**src/rtl/i2c_ackwait_ctrl.sv**
```systemverilog
module i2c_ackwait_ctrl #(
  parameter int SYNC_STAGES = 2,
  parameter int ADDR_W      = 7
) (
  input  logic              clk,
  input  logic              rst_n,
  input  logic              scl_i,
  input  logic              sda_i,
  input  logic [ADDR_W-1:0] own_addr_i,
  input  logic              master_i,
  input  logic              xmit_i,
  input  logic              ack_en_i,
  input  logic              wait9_i,
  input  logic              wait_rel_i,
  output logic              scl_low_o,
  output logic              sda_low_o,
  output logic              addr_hit_o,
  output logic [ADDR_W:0]   rx_data_o
);

  localparam int BYTE_W = ADDR_W + 1;
  localparam int CNT_W  = $clog2(BYTE_W + 2);
  localparam logic [CNT_W-1:0] LAST_BIT = CNT_W'(BYTE_W);
  localparam logic [CNT_W-1:0] ACK_BIT  = CNT_W'(BYTE_W + 1);

  logic [SYNC_STAGES-1:0] scl_s, sda_s;
  logic scl_q, sda_q;
  logic active, addr_ph, wait_data;
  logic [CNT_W-1:0]  cnt;
  logic [BYTE_W-1:0] shreg;

  wire scl_now   = scl_s[SYNC_STAGES-1];
  wire sda_now   = sda_s[SYNC_STAGES-1];
  wire scl_rise  = scl_now & ~scl_q;
  wire scl_fall  = ~scl_now & scl_q;
  wire start_det = scl_now & scl_q & sda_q & ~sda_now;
  wire stop_det  = scl_now & scl_q & ~sda_q & sda_now;
  wire addr_eq   = shreg[BYTE_W-1:1] == own_addr_i;
  wire data_ack  = ack_en_i & ~xmit_i;

  always_ff @(posedge clk or negedge rst_n)
    if (!rst_n) begin
      scl_s <= '1;
      sda_s <= '1;
      scl_q <= 1'b1;
      sda_q <= 1'b1;
    end else begin
      scl_s <= {scl_s[SYNC_STAGES-2:0], scl_i};
      sda_s <= {sda_s[SYNC_STAGES-2:0], sda_i};
      scl_q <= scl_now;
      sda_q <= sda_now;
    end

  always_ff @(posedge clk or negedge rst_n)
    if (!rst_n) begin
      active     <= 1'b0;
      addr_ph    <= 1'b0;
      addr_hit_o <= 1'b0;
      wait_data  <= 1'b0;
      cnt        <= '0;
      shreg      <= '0;
      rx_data_o  <= '0;
      scl_low_o  <= 1'b0;
      sda_low_o  <= 1'b0;
    end else if (stop_det || start_det) begin
      active     <= start_det;
      addr_ph    <= start_det;
      addr_hit_o <= 1'b0;
      wait_data  <= 1'b0;
      cnt        <= '0;
      scl_low_o  <= 1'b0;
      sda_low_o  <= 1'b0;
    end else begin
      if (scl_low_o && wait_rel_i) begin
        scl_low_o <= 1'b0;
        wait_data <= 1'b0;
        if (wait_data) sda_low_o <= data_ack;
      end
      if (active && scl_rise) begin
        shreg <= {shreg[BYTE_W-2:0], sda_now};
        cnt   <= cnt + 1'b1;
      end
      if (active && scl_fall) begin
        if (cnt == LAST_BIT) begin
          rx_data_o <= shreg;
          if (addr_ph) begin
            if (master_i || addr_eq) begin
              addr_hit_o <= 1'b1;
              sda_low_o  <= ~master_i;
              if (!wait9_i) scl_low_o <= 1'b1;
            end else begin
              active <= 1'b0;
            end
          end else if (addr_hit_o) begin
            if (wait9_i) sda_low_o <= data_ack;
            else begin
              scl_low_o <= 1'b1;
              wait_data <= 1'b1;
            end
          end
        end else if (cnt == ACK_BIT) begin
          sda_low_o <= 1'b0;
          cnt       <= '0;
          addr_ph   <= 1'b0;
          if (wait9_i && addr_hit_o) scl_low_o <= 1'b1;
        end
      end
    end

  AST_IDLE_LINES_FREE: assert property (@(posedge clk) disable iff (!rst_n)
    !active |-> (!scl_low_o && !sda_low_o));
  AST_ACK_IN_WINDOW: assert property (@(posedge clk) disable iff (!rst_n)
    sda_low_o |-> (cnt == LAST_BIT || cnt == ACK_BIT));
  AST_WAIT_HELD: assert property (@(posedge clk) disable iff (!rst_n)
    (scl_low_o && !wait_rel_i && !start_det && !stop_det) |=> scl_low_o);
  AST_WAIT_ENDS: assert property (@(posedge clk) disable iff (!rst_n)
    (scl_low_o && wait_rel_i) |=> !scl_low_o);
  AST_ADDR_ACK_MATCH: assert property (@(posedge clk) disable iff (!rst_n)
    ($rose(sda_low_o) && addr_ph) |-> (rx_data_o[BYTE_W-1:1] == own_addr_i));
  AST_NO_ACK_XMIT: assert property (@(posedge clk) disable iff (!rst_n)
    ($rose(sda_low_o) && !addr_ph) |-> !xmit_i);

endmodule

```
**config.mk**
```make
export PLATFORM = sky130hd
export DESIGN_NAME = i2c_ackwait_ctrl
export DESIGN_NICKNAME = d
export VERILOG_FILES = /design/src/rtl/i2c_ackwait_ctrl.sv
export SDC_FILE = /design/constraint.sdc
export NUM_CORES = 1
export LEC_CHECK = 0
export BUFFER_PORTS_ARGS = -buffer_cell sky130_fd_sc_hd__buf_2
export CORE_MARGIN = 8
export CORE_UTILIZATION = 58
export CTS_CLUSTER_DIAMETER = 150
export DETAILED_ROUTE_END_ITERATION = 8
export GPL_ROUTABILITY_DRIVEN = 0
export PLACE_DENSITY = 0.8
export SLEW_MARGIN = 20
export SYNTH_ARGS = -nofsm -noshare
export SYNTH_HDL_FRONTEND = slang
export SYNTH_SLANG_ARGS = --single-unit
```
**constraint.sdc**
```tcl
create_clock -name clk -period 2.7 [get_ports clk]
set_input_delay 0.54 -clock clk [delete_from_list [all_inputs] [get_ports clk]]
set_output_delay 0.54 -clock clk [all_outputs]
set_load 0.02 [all_outputs]
```
==> run metrics <==
clock skew=0.01237 ns; NetSw=338.4 µW; power per standard cell area=roughly 620 mW/mm²; IO Count=27; post-synthesis simple-gate area fraction=0.2146; Fin. Hold Viols=0; Tcrit/Tclk final=0.6467; wire per inst=16.13 µm; total power=about 1.1 mW; Final ANT Viol Nets=0; CTS tree=yes; Int Power=727.7 µW; most frequent cells in the layout=nand2_1, dfrtp_1, buf_2, xor2_1, mux2_2; Inst Count DP=191; final slew viol count=0; Die Height=66.92 µm; commonest non-fill, non-tap cell in the layout=nand2_1; Clock Sinks=32; RSZ-0062 raised after global routing=no; share of cells above drive strength 1=0.3195; EDFF count, synth=0; combinational group share of total power=0.185; WHS=~0.24 ns; area grow syn2layout=13.89%; Via Count=1172; number of global-route vias before repair=1220; post-synthesis compound-gate area fraction=0.07321; CP Launch Type=register; crit-path max cell delay=0.50 ns; Clk pwr share=0.246; post-layout util=0.6914; Flop pwr share=0.569; clk_lat worst skew=~0.33 ns; # rows=18; Iter 0 DRT Violations=71; Max Clock Freq=572.7 MHz; diodes inserted=0; relative slew slack=0.5471; Switching Fraction=0.3174; first-pass GRT wire length=5499 µm; crit path DAT=between 1.5 and 2 ns; ys flop type=dfrtp_1; Worst path slowest cell=nor4bb_1; Max-Cap Viols=0; total global-route track usage=0.1628; register area share after synthesis=0.5374; Avg Inst Size Synth=10.98 µm²; adder-cell share of the synthesized area=0.02496; critical path, cell by cell=inv_1, ha_1, nor4bb_1, a31oi_1, a41oi_1; Worst EP required=2.94 ns; endpoints failing setup=0; clk slew on worst S/H paths=between 0.1 and 0.15 ns; die area=0.004478 mm²; fin nets=187; fillers=194; Sum Neg Setup Slack=0 ns; global-route congestion overflow total=0; initial antenna violation count=0; largest family of logic cells by synthesized area=simple AND/OR/NAND/NOR gates; Synth cell types=37; mux contribution to synthesized area=0.06988; Initial Util=0.6071; fin crit period=~1.7 ns; Post-Synth XOR/XNOR Area=0.06406; Max FO, Critical Path=5; postcts setup bufs=0; Post-Layout Cell Count=between 150 and 200; hold buffer count at CTS=0; yosys warns=0; Final HPWL DP=between 2000 and 2500 µm; Leak Pwr=~0.88 nW; CTS Root Cell=clkbuf_4; drt total wl=3209 µm; drt drc=0; htree depth=2; Synth Instances=~140; first-pass iteration count of the detailed router=4; largest net degree at the start of global routing=33; die width=66.92 µm; vias per cell=5.889; core footprint=0.002477 mm²; outcome=finished, final reports clean; port buffer count=26; CTS resizes=0; Hold WC Path Type=primary input to async pin; synthesized area=around 0.0015 mm²; post-synthesis register bit count=32; Worst-Margin Slew=0.6794 ns; CTS Buf Count=5; FFs w/ async S/R, synth=1.000; Crit. End Element=register; post-synth net total=156; kind of critical path=register to register; CTS max path bufs=2; Worst VDD drop=0.4477 mV
power by group through the flow:
stage          Clock, mW  Combinational (mW)  Sequential, mW
6_report           0.262               0.197           0.607
5_1_grt            0.290               0.226           0.618
4_1_cts            0.265               0.199           0.607
3_5_place_dp           0               0.198           0.617
3_3_place_gp           0               0.185           0.610
2_1_floorplan          0               0.147           0.598
cells in the mapped netlist, drive strengths merged, types with 2 or more instances:
library cell   n  share of area
nor2           7          0.017
xor2          10          0.058
nand2         31          0.079
nand2b         2         0.0083
buf            2         0.0083
mux2           9          0.070
inv            3         0.0075
dfstp          6           0.10
and3b          3          0.017
nand3          5          0.020
dfrtp         26           0.43
nand4          3          0.012
a21oi          5          0.017
a31oi          2         0.0083
ha             3          0.025
a21o           2          0.010
nor2b          2         0.0083
and3           2          0.012
critical path, delay by kind of cell, from the launching register on:
kind / cells / cell delay [ns]
compound gates: 2 / 0.39
fa+ha+maj: 1 / 0.27
buf+inv: 1 / 0.06
flops: 1 / 0.44
simple gates: 1 / 0.50
metal layers:
layer / share of wire / vias to the layer above / GRT usage
li1: - / 542 / -
met1: 0.38 / 561 / 0.1756
met2: 0.50 / 56 / 0.2712
met3: 0.090 / 13 / 0.05537
met4: 0.025 / 0 / 0.09399
met5: 0 / - / 0
final timing paths:
check,slack [ns],startpoint,to,cells past startpoint
setup / recovery,0.95,cnt[0],scl_low_o,5
hold / removal,0.24,rst_n,shreg[2],1
setup reg to reg,0.95,cnt[0],scl_low_o,5
hold reg to reg,0.36,scl_s[0],scl_s[1],0
max in group asynchronous,2.03,rst_n,active,1
min in group clk,0.30,scl_i,scl_s[0],1
registers in the layout (all words and copies together), names as in the netlist:
signal	flops
active	1
scl_low_o	1
sda_s	2
sda_low_o	1
scl_q	1
scl_s	2
cnt	4
shreg	8
addr_ph	1
sda_q	1
wait_data	1
rx_data_o	8
addr_hit_o	1
kinds of logic after synthesis:
group / Yosys count
buffers and inverters: 5
muxes: 9
DFF: 32
xor gates and xnor gates: 11
adders and majority gates: 3
and+or+nand+nor: 62
AOI/OAI and AO/OA: 15
through the flow:
step | setup WS, ns | area (µm²)
final | 0.9538 | 1713
after global routing | 0.8466 | 1713
after floorplan | 1.215 | 1504
after detailed placement | 0.9672 | 1659
after CTS | 0.9606 | 1713
after global placement | 1.064 | 1659
area by class of cell:
cell class	count	area, µm²	area share
inverters	3	11.26	0.006574
well taps	30	37.54	0.02191
repair buffers	26	130.1	0.07597
multi-input cells	100	671.9	0.3923
flip-flops and latches	32	808.3	0.4719
clock buffers	6	41.29	0.02411
clock inverters	2	12.51	0.007305
Note: power is estimated with default switching activity, not from simulation.
